## src/rtl/tmr_pkg.sv

```systemverilog
package tmr_pkg;
  typedef enum logic [1:0] {EDGE_OFF, EDGE_RISE, EDGE_FALL, EDGE_ANY} edge_sel_t;
  typedef enum logic [1:0] {ACT_NONE, ACT_TOGGLE, ACT_LOW, ACT_HIGH} pin_act_t;

  localparam logic [3:0] ADR_COUNT  = 4'd0;
  localparam logic [3:0] ADR_CTRL   = 4'd1;
  localparam logic [3:0] ADR_EDGES  = 4'd2;
  localparam logic [3:0] ADR_ACTS   = 4'd3;
  localparam logic [3:0] ADR_FLAGS  = 4'd4;
  localparam logic [3:0] ADR_CAP0   = 4'd8;
  localparam logic [3:0] ADR_SHARED = 4'd11;
  localparam logic [3:0] ADR_CMP0   = 4'd12;
endpackage

```

## src/rtl/tmr_counter.sv

```systemverilog
module tmr_counter #(
  parameter int CNT_W = 16
) (
  input  logic             clk,
  input  logic             rst,
  input  logic             run,
  output logic [CNT_W-1:0] count,
  output logic             wrap
);
  always_ff @(posedge clk) begin
    if (rst)      count <= '0;
    else if (run) count <= count + 1'b1;
  end

  assign wrap = run && (&count);

  a_r2_hold: assert property (@(posedge clk) disable iff (rst)
    !run |=> $stable(count));
endmodule

```

## src/rtl/tmr_edge_det.sv

```systemverilog
module tmr_edge_det
  import tmr_pkg::*;
(
  input  logic      clk,
  input  logic      rst,
  input  logic      en,
  input  logic      pin,
  input  edge_sel_t sel,
  output logic      evt
);
  logic sync1, sync2, prev;

  always_ff @(posedge clk) begin
    if (rst) begin
      sync1 <= 1'b0;
      sync2 <= 1'b0;
      prev  <= 1'b0;
    end else begin
      sync1 <= pin;
      sync2 <= sync1;
      prev  <= sync2;
    end
  end

  always_comb begin
    case (sel)
      EDGE_RISE: evt = en && sync2 && !prev;
      EDGE_FALL: evt = en && !sync2 && prev;
      EDGE_ANY:  evt = en && (sync2 ^ prev);
      default:   evt = 1'b0;
    endcase
  end
endmodule

```

## src/rtl/tmr_cmp_pin.sv

```systemverilog
module tmr_cmp_pin
  import tmr_pkg::*;
#(
  parameter int CNT_W = 16
) (
  input  logic             clk,
  input  logic             rst,
  input  logic             en,
  input  logic             run,
  input  logic [CNT_W-1:0] count,
  input  logic [CNT_W-1:0] match_val,
  input  pin_act_t         act,
  output logic             evt,
  output logic             pin
);
  assign evt = en && run && (count == match_val);

  always_ff @(posedge clk) begin
    if (rst) pin <= 1'b0;
    else if (evt) begin
      case (act)
        ACT_TOGGLE: pin <= !pin;
        ACT_LOW:    pin <= 1'b0;
        ACT_HIGH:   pin <= 1'b1;
        default:    pin <= pin;
      endcase
    end
  end

  a_r6_drive_high: assert property (@(posedge clk) disable iff (rst)
    (evt && act == ACT_HIGH) |=> pin);
  a_r6_no_match_hold: assert property (@(posedge clk) disable iff (rst)
    !evt |=> $stable(pin));
endmodule

```

## src/rtl/tmr_ccu.sv

```systemverilog
module tmr_ccu
  import tmr_pkg::*;
#(
  parameter int CNT_W = 16,
  parameter int N_IC  = 3,
  parameter int N_OC  = 4
) (
  input  logic             clk,
  input  logic             rst,
  input  logic             bus_we,
  input  logic [3:0]       bus_addr,
  input  logic [CNT_W-1:0] bus_wdata,
  output logic [CNT_W-1:0] bus_rdata,
  input  logic [N_IC-1:0]  cap_in,
  output logic [N_OC-1:0]  cmp_out,
  input  logic             sh_in,
  output logic             sh_out,
  output logic             sh_oe
);
  localparam int NCAP    = N_IC + 1;
  localparam int NCMP    = N_OC + 1;
  localparam int FL_CMP0 = NCAP;
  localparam int FL_OVF  = CNT_W - 1;

  logic                 run_q, mode_q;
  logic [2*NCAP-1:0]    edge_q;
  logic [2*NCMP-1:0]    act_q;
  logic [CNT_W-1:0]     flag_q, flag_set, flag_clr;
  logic [CNT_W-1:0]     cap_q [N_IC];
  logic [CNT_W-1:0]     cmp_q [N_OC];
  logic [CNT_W-1:0]     sh_q;
  logic [CNT_W-1:0]     cmp_match [NCMP];
  logic [CNT_W-1:0]     count;
  logic [CNT_W-1:0]     rd_mux;
  logic                 wrap;
  logic [NCAP-1:0]      cap_hit;
  logic [NCMP-1:0]      cmp_hit;
  logic [NCMP-1:0]      pin_w;
  logic [NCAP-1:0]      pins_all;

  assign pins_all = {sh_in, cap_in};

  tmr_counter #(.CNT_W(CNT_W)) u_cnt (
    .clk(clk), .rst(rst), .run(run_q), .count(count), .wrap(wrap)
  );

  for (genvar k = 0; k < NCAP; k++) begin : g_cap
    tmr_edge_det u_det (
      .clk(clk), .rst(rst),
      .en((k < N_IC) ? 1'b1 : mode_q),
      .pin(pins_all[k]),
      .sel(edge_sel_t'(edge_q[2*k +: 2])),
      .evt(cap_hit[k])
    );
  end

  always_comb begin
    for (int j = 0; j < N_OC; j++) cmp_match[j] = cmp_q[j];
    cmp_match[N_OC] = sh_q;
  end

  for (genvar j = 0; j < NCMP; j++) begin : g_cmp
    tmr_cmp_pin #(.CNT_W(CNT_W)) u_pin (
      .clk(clk), .rst(rst),
      .en((j < N_OC) ? 1'b1 : !mode_q),
      .run(run_q), .count(count), .match_val(cmp_match[j]),
      .act(pin_act_t'(act_q[2*j +: 2])),
      .evt(cmp_hit[j]), .pin(pin_w[j])
    );
  end

  assign cmp_out = pin_w[N_OC-1:0];
  assign sh_out  = pin_w[N_OC];

  // control, edge and action registers
  always_ff @(posedge clk) begin
    if (rst) begin
      run_q  <= 1'b0;
      mode_q <= 1'b0;
      edge_q <= '0;
      act_q  <= '0;
      sh_oe  <= 1'b1;
    end else begin
      sh_oe <= !mode_q;
      if (bus_we && bus_addr == ADR_CTRL) begin
        run_q  <= bus_wdata[0];
        mode_q <= bus_wdata[1];
      end
      if (bus_we && bus_addr == ADR_EDGES) edge_q <= bus_wdata[2*NCAP-1:0];
      if (bus_we && bus_addr == ADR_ACTS)  act_q  <= bus_wdata[2*NCMP-1:0];
    end
  end

  // capture and compare value registers
  always_ff @(posedge clk) begin
    if (rst) begin
      for (int k = 0; k < N_IC; k++) cap_q[k] <= '1;
      for (int j = 0; j < N_OC; j++) cmp_q[j] <= '1;
      sh_q <= '1;
    end else begin
      for (int k = 0; k < N_IC; k++)
        if (cap_hit[k]) cap_q[k] <= count;
      for (int j = 0; j < N_OC; j++)
        if (bus_we && bus_addr == 4'(ADR_CMP0 + j)) cmp_q[j] <= bus_wdata;
      if (cap_hit[N_IC])
        sh_q <= count;
      else if (!mode_q && bus_we && bus_addr == ADR_SHARED)
        sh_q <= bus_wdata;
    end
  end

  // flags: event set has priority over write-one clear
  always_comb begin
    flag_set = '0;
    for (int k = 0; k < NCAP; k++) flag_set[k] = cap_hit[k];
    for (int j = 0; j < NCMP; j++) flag_set[FL_CMP0 + j] = cmp_hit[j];
    flag_set[FL_OVF] = wrap;
    flag_clr = (bus_we && bus_addr == ADR_FLAGS) ? bus_wdata : '0;
  end

  always_ff @(posedge clk) begin
    if (rst) flag_q <= '0;
    else     flag_q <= (flag_q & ~flag_clr) | flag_set;
  end

  // registered read path
  always_comb begin
    rd_mux = '0;
    case (bus_addr)
      ADR_COUNT:  rd_mux = count;
      ADR_CTRL:   rd_mux = CNT_W'({mode_q, run_q});
      ADR_EDGES:  rd_mux = CNT_W'(edge_q);
      ADR_ACTS:   rd_mux = CNT_W'(act_q);
      ADR_FLAGS:  rd_mux = flag_q;
      ADR_SHARED: rd_mux = sh_q;
      default:    rd_mux = '0;
    endcase
    for (int k = 0; k < N_IC; k++)
      if (bus_addr == 4'(ADR_CAP0 + k)) rd_mux = cap_q[k];
    for (int j = 0; j < N_OC; j++)
      if (bus_addr == 4'(ADR_CMP0 + j)) rd_mux = cmp_q[j];
  end

  always_ff @(posedge clk) begin
    if (rst) bus_rdata <= '0;
    else     bus_rdata <= rd_mux;
  end

  a_r3_wrap_flag: assert property (@(posedge clk) disable iff (rst)
    wrap |=> flag_q[FL_OVF]);
  a_r4_cap_loads: assert property (@(posedge clk) disable iff (rst)
    cap_hit[0] |=> cap_q[0] == $past(count));
  a_r5_cap_hold: assert property (@(posedge clk) disable iff (rst)
    !cap_hit[0] |=> $stable(cap_q[0]));
  a_r7_shared_oe: assert property (@(posedge clk) disable iff (rst)
    mode_q |=> !sh_oe);
  a_r8_set_wins: assert property (@(posedge clk) disable iff (rst)
    cap_hit[0] |=> flag_q[0]);
endmodule

```

## config.mk

```make
export PLATFORM = sky130hd
export DESIGN_NAME = tmr_ccu
export DESIGN_NICKNAME = d
export VERILOG_FILES = /design/src/rtl/tmr_pkg.sv /design/src/rtl/tmr_counter.sv /design/src/rtl/tmr_edge_det.sv /design/src/rtl/tmr_cmp_pin.sv /design/src/rtl/tmr_ccu.sv
export SDC_FILE = /design/constraint.sdc
export NUM_CORES = 1
export LEC_CHECK = 0
export BUFFER_PORTS_ARGS = -buffer_cell sky130_fd_sc_hd__buf_2
export CAP_MARGIN = 20
export CORE_MARGIN = 1.5
export CORE_UTILIZATION = 38
export DETAILED_ROUTE_END_ITERATION = 10
export GPL_TIMING_DRIVEN = 1
export SLEW_MARGIN = 20
export SYNTH_ARGS = -nofsm -noshare
export SYNTH_HDL_FRONTEND = slang
export SYNTH_SLANG_ARGS = --single-unit
```

## constraint.sdc

```tcl
create_clock -name clk -period 3.3 [get_ports clk]
set_input_delay 0.33 -clock clk [delete_from_list [all_inputs] [get_ports clk]]
set_output_delay 0.33 -clock clk [all_outputs]
set_load 0.05 [all_outputs]
```

Yosys cells after proc, flatten, opt, wreduce, memory -nomap -nowiden:

Memory sizes are Yosys's and may differ from the RTL's.
Cells that the tools add are included.

* flip-flop bits (word level): 102
* latch bits: 0
* bits in writable memories: 112
* bits in read-only memories: 0
* word-level logic and storage cells: 192
* memories: 2

Memories
* cmp_q: words 4, width 16, rd ports 4, clocked after memory_dff 0, wr ports 4, RTL line tmr_ccu.sv:30 `logic [CNT_W-1:0] cmp_q [N_OC];`
* cap_q: words 3, width 16, rd ports 3, clocked after memory_dff 0, wr ports 3, RTL line tmr_ccu.sv:29 `logic [CNT_W-1:0] cap_q [N_IC];`

* add/subtract/negate cells: 1
* multiply operators: 0
* divide/modulo/power cells: 0
* $lt $le $gt $ge: 0
* equality and inequality tests: 44
* shift-type cells: 0
* mux-type cells: 50
* bitwise operators: 14
* reductions and logical operators: 55

Operator list (count)
* $mux W16: 17
* $pmux W16 S6: 1
* $eq A16 B16 Y1: 5
* $eq A2 B2 Y1 const B: 18
* $eq A4 B4 Y1 const B: 8
* $logic_and A1 B1 Y1: 28
* $pmux W1 S3: 9
* $mux W1: 23
* $eq A2 B1 Y1 const B: 9
* $add A16 B1 Y16 const B: 1
* $and A16 B16 Y16: 1
* $not A16 Y16: 1
* $or A16 B16 Y16: 1
* $reduce_and A16 Y1: 1
* $reduce_bool A3 Y1: 5
* $logic_not A1 Y1: 14
* $reduce_and A2 Y1: 5
* $eq A4 B2 Y1 const B: 2
* $or A1 B1 Y1: 7
* $eq A4 B1 Y1 const B: 1
* $eq A4 B3 Y1 const B: 1
* $logic_not A4 Y1: 1
* $xor A1 B1 Y1: 4
* $reduce_bool A2 Y1: 1

Depth between registers and ports, before layout:

* word-level depth: 9
* mapped depth: 8

Cells and area by module:

A second synthesis with hierarchy kept.

* cell total of the unflattened synthesis: 1042
* area total of the unflattened synthesis: 11136.9 um2

By module, submodules not included
* tmr_ccu: instances 1, cells an instance 761, area each 8710.9 um2, sequential area each 4744.6 um2
* tmr_cmp_pin: instances 5, cells an instance 32, area each 247.7 um2, sequential area each 20.0 um2
* tmr_counter: instances 1, cells an instance 85, area each 767.0 um2, sequential area each 320.3 um2
* tmr_edge_det: instances 4, cells an instance 9, area each 105.1 um2, sequential area each 60.1 um2

Worst setup path after synthesis:

No wires, ideal clock.

* kind: in2reg
* start point: in bus_addr[3]
* end point: mem cmp_q[3][0], enable pin
* arrival time: 2.126 ns
* data required time: 2.889 ns
* slack: 0.763 ns
* stages on the path: 5
* buffers on the path: 2
* cells stage by stage: buf_6 > and2_2 > nand2_1 > clkbuf_1 > o21ai_0

RTL lines
* start, declared: RTL line tmr_ccu.sv:11 `input logic [3:0] bus_addr,`
* end, declared: RTL line tmr_ccu.sv:30

Worst setup path after layout:

* start point: reg u_cnt.count[2]
* end point: reg g_cmp[1].u_pin.pin

* longest elaborated chain between the ends: 3

RTL lines
* start, declared: RTL line tmr_counter.sv:7 `output logic [CNT_W-1:0] count,`
* start signal, assigned: RTL line tmr_counter.sv:12 `else if (run) count <= count + 1'b1;`
* $eq A16 B16 Y1: RTL line tmr_cmp_pin.sv:16 `assign evt = en && run && (count == match_val);`
* $logic_and A1 B1 Y1: RTL line tmr_cmp_pin.sv:16
* $reduce_and A2 Y1 (no source line)
* end signal, assigned: RTL line tmr_cmp_pin.sv:22 `ACT_TOGGLE: pin <= !pin;`
* end signal, assigned: RTL line tmr_cmp_pin.sv:25 `default: pin <= pin;`
* end, declared: RTL line tmr_cmp_pin.sv:14 `output logic pin`

No other way between the ends.
A chain may end at the register's enable or synchronous reset.

==> results.sh <==
export IMPL_pwr_share_seq=0.465
export IMPL_fin_crit_sh=0.717
export IMPL_fin_worst_skew_ns=0.0117
export IMPL_syn_area_per_cell_um2=10.2
export IMPL_die_area_um2=29000
export IMPL_gp_congestion=0.942
export IMPL_arrival_ns=2.74
export IMPL_finalSetupViolCount=0
export IMPL_ys_seq_area_frac=0.508
export IMPL_ys_types=71
export IMPL_run_status="complete, no violations"
export IMPL_path_clk_slew_ns=0.06
export IMPL_rsz0062_at_grt="false"
export IMPL_cts_root_buf="clkbuf_16"
export IMPL_netlist_instances=1041
export IMPL_setup_tns_final_ns=0
export IMPL_internal_power_mw=4.79
export IMPL_areaGrowthSynthToFinish_pct=12.8
export IMPL_wire_per_inst_um=23.6
export IMPL_rows=61
export IMPL_hpwlAfterDp_um=25000
export IMPL_cts_tree="built"
export IMPL_dp_cells=1425
export IMPL_worst_path_max_fanout=12
export IMPL_fmax_mhz=423
export IMPL_clock_sinks=214
export IMPL_numCtsBuffers=24
export IMPL_overflow=0
export IMPL_synth_edff_count=112
export IMPL_cts_hold_buf=0
export IMPL_start_util=0.384
export IMPL_relSlewSlack=0.337
export IMPL_port_buffers=48
export IMPL_period_minus_slack_ns=2.36
export IMPL_drive_gt1_frac=0.161
export IMPL_power_frac_comb=0.081
export IMPL_antenna_found_initial=0
export IMPL_final_common_cell="edfxtp_1"
export IMPL_drtIter0Drc=1093
export IMPL_end_kind="flop"
export IMPL_power_per_cell_area_nw_per_um2=527
export IMPL_worstMarginPinSlew_ns=0.989
export IMPL_viasPerCell=5.70
export IMPL_cts_resized=0
export IMPL_grt_pass1_vias=7913
export IMPL_ys_seq_elements=214
export IMPL_hold_path_class="in -> reg"
export IMPL_netSwitchingFraction=0.243
export IMPL_total_switching_power_mw=1.54
export IMPL_grt_pass1_wl_um=50900
export IMPL_worstSkewPairLatency_ns=0.52
export IMPL_antenna_diode_count=0
export IMPL_synthesis_yosys_warnings=0
export IMPL_ant_nets=0
export IMPL_dr_pass1_iters=5
export IMPL_hold_viol_final=0
export IMPL_grt_usage=0.241
export IMPL_h_tree_depth=1
export IMPL_layout_common_cells="edfxtp_1, dfxtp_1, nor2_1, nand2_1, nand2b_1"
export IMPL_drt_wl_total_um=34700
export IMPL_io_pins=49
export IMPL_core_um2=27700
export IMPL_grt_max_degree=57
export IMPL_startpoint_type="flop"
export IMPL_die_w_um=170
export IMPL_die_h_um=170
export IMPL_finalNetCount=1107
export IMPL_postCtsSetupBuffers=0
export IMPL_required_ns=3.68
export IMPL_synth_ff_type="edfxtp_1"
export IMPL_p_clk_frac=0.454
export IMPL_synth_nets=1075
export IMPL_ys_async_sr_fraction=0
export IMPL_nFillCells=2636
export IMPL_p_leak_nw=4.10
export IMPL_peakVddDrop_v=0.000355
export IMPL_drv_cap=0
export IMPL_num_vias=8374
export IMPL_syn_area_um2=10600
export IMPL_drc_errors=0
export IMPL_fin_cells=1469
export IMPL_crit_type="reg -> reg"
export IMPL_clockBufferDepth=3
export IMPL_slew_violations=0
[logic make-up (layout without fill, tap and decap cells)]
kind of cell | after synthesis | count (layout) | share of synthesized area
AO/OA/AOI/OAI | 230 | 230 | 0.138
XOR/XNOR | 93 | 93 | 0.0765
adder cells (fa/ha/maj) | 7 | 7 | 0.00822
buffers and inverters | 92 | 142 | 0.0501
flip-flops | 214 | 214 | 0.508
multiplexers | 25 | 25 | 0.0305
AND/OR/NAND/NOR | 380 | 380 | 0.190
[worst max-delay path, stage by stage (launching register included)]
cell      delay, ns
dfxtp_1        0.81
xor2_1         0.22
nor4_1         0.39
nand3_1        0.25
o311ai_0       0.39
o211ai_1       0.16
[per-stage QoR]
| stage | hold WS (ns) | utilization | setup slack, ns | total power [mW] | instance area, um2 |
|---|---|---|---|---|---|
| final | 0.0155 | 0.433 | 0.935 | 6.32 | 12000 |
| after CTS | 0.00171 | 0.433 | 0.907 | 6.35 | 12000 |
| after floorplan | 0.407 | - | 0.763 | 3.30 | 10600 |
| after global placement | 0.416 | 0.403 | 0.753 | 3.50 | 11200 |
| after global routing | 0.0207 | 0.433 | 0.792 | 6.49 | 12000 |
| after detailed placement | 0.418 | 0.403 | 0.721 | 3.50 | 11200 |
[metal layers]
metal / GRT usage / vias to the layer above / wire length (um)
met1: 0.321 / 4020 / 14200
met2: 0.393 / 476 / 15900
met5: 0 / - / 0
li1: - / 3800 / -
met3: 0.0472 / 78 / 3330
met4: 0.0839 / 0 / 1290
[path summary, 6_finish.rpt]
kind              cells after the start                        start                               to  slack (ns)
setup reg to reg                      5  u_cnt.count[2]$_SDFFE_PP0P_  g_cmp[1].u_pin.pin$_SDFFE_PP0P_        0.94
hold / removal                        2                    cap_in[2]  g_cap[2].u_det.sync1$_SDFF_PP0_        0.02
hold reg to reg                       2        flag_q[11]$_SDFF_PP0_            flag_q[11]$_SDFF_PP0_        0.43
setup / recovery                      5  u_cnt.count[2]$_SDFFE_PP0P_  g_cmp[1].u_pin.pin$_SDFFE_PP0P_        0.94
[synth_stat cells, drive strengths merged, types with 10 or more instances]
| library cell | instances | area [um2] |
|---|---|---|
| o22ai | 31 | 194 |
| inv | 14 | 52.6 |
| mux2 | 10 | 113 |
| buf | 61 | 414 |
| nor2 | 80 | 305 |
| nand2b | 68 | 425 |
| a21oi | 49 | 245 |
| dfxtp | 102 | 2040 |
| nor4 | 13 | 96.3 |
| xor2 | 62 | 543 |
| nand3 | 38 | 190 |
| nor3 | 11 | 91.3 |
| clkbuf | 17 | 66.3 |
| xnor2 | 31 | 272 |
| a22oi | 18 | 135 |
| or2 | 21 | 131 |
| o21ai | 63 | 319 |
| nand4 | 15 | 109 |
| nor2b | 20 | 125 |
| nand2 | 80 | 305 |
| mux2i | 10 | 100 |
| edfxtp | 112 | 3360 |
[power by group through the flow]
stage	combinational, mW	sequential, mW	clock [mW]
global route	0.538	2.95	3.00
global placement	0.498	3.00	0
finish	0.510	2.94	2.87
detailed placement	0.499	3.00	0
floorplan	0.284	3.02	0
CTS	0.502	2.94	2.90
[cell type report]
type                            count  area, um2  share of cell area
Timing Repair Buffer               84        510              0.0425
Multi-Input combinational cell    735       4710               0.392
Sequential cell                   214       5410               0.450
Clock buffer                       33        717              0.0597
Clock inverter                     11        139              0.0116
Tap cell                          378        473              0.0394
Inverter                           14       52.6             0.00438
[registers in the layout (all words and copies together), names as in the netlist]
name               cells
mode_q                 1
edge_q                 8
bus_rdata             16
u_cnt.count           16
sh_q                  16
flag_q                16
run_q                  1
g_cap.u_det.sync2      4
g_cmp.u_pin.pin        5
g_cap.u_det.prev       4
cmp_q                 64
cap_q                 48
act_q                 10
g_cap.u_det.sync1      4
sh_oe                  1
Power figures use the tool's default switching activity.
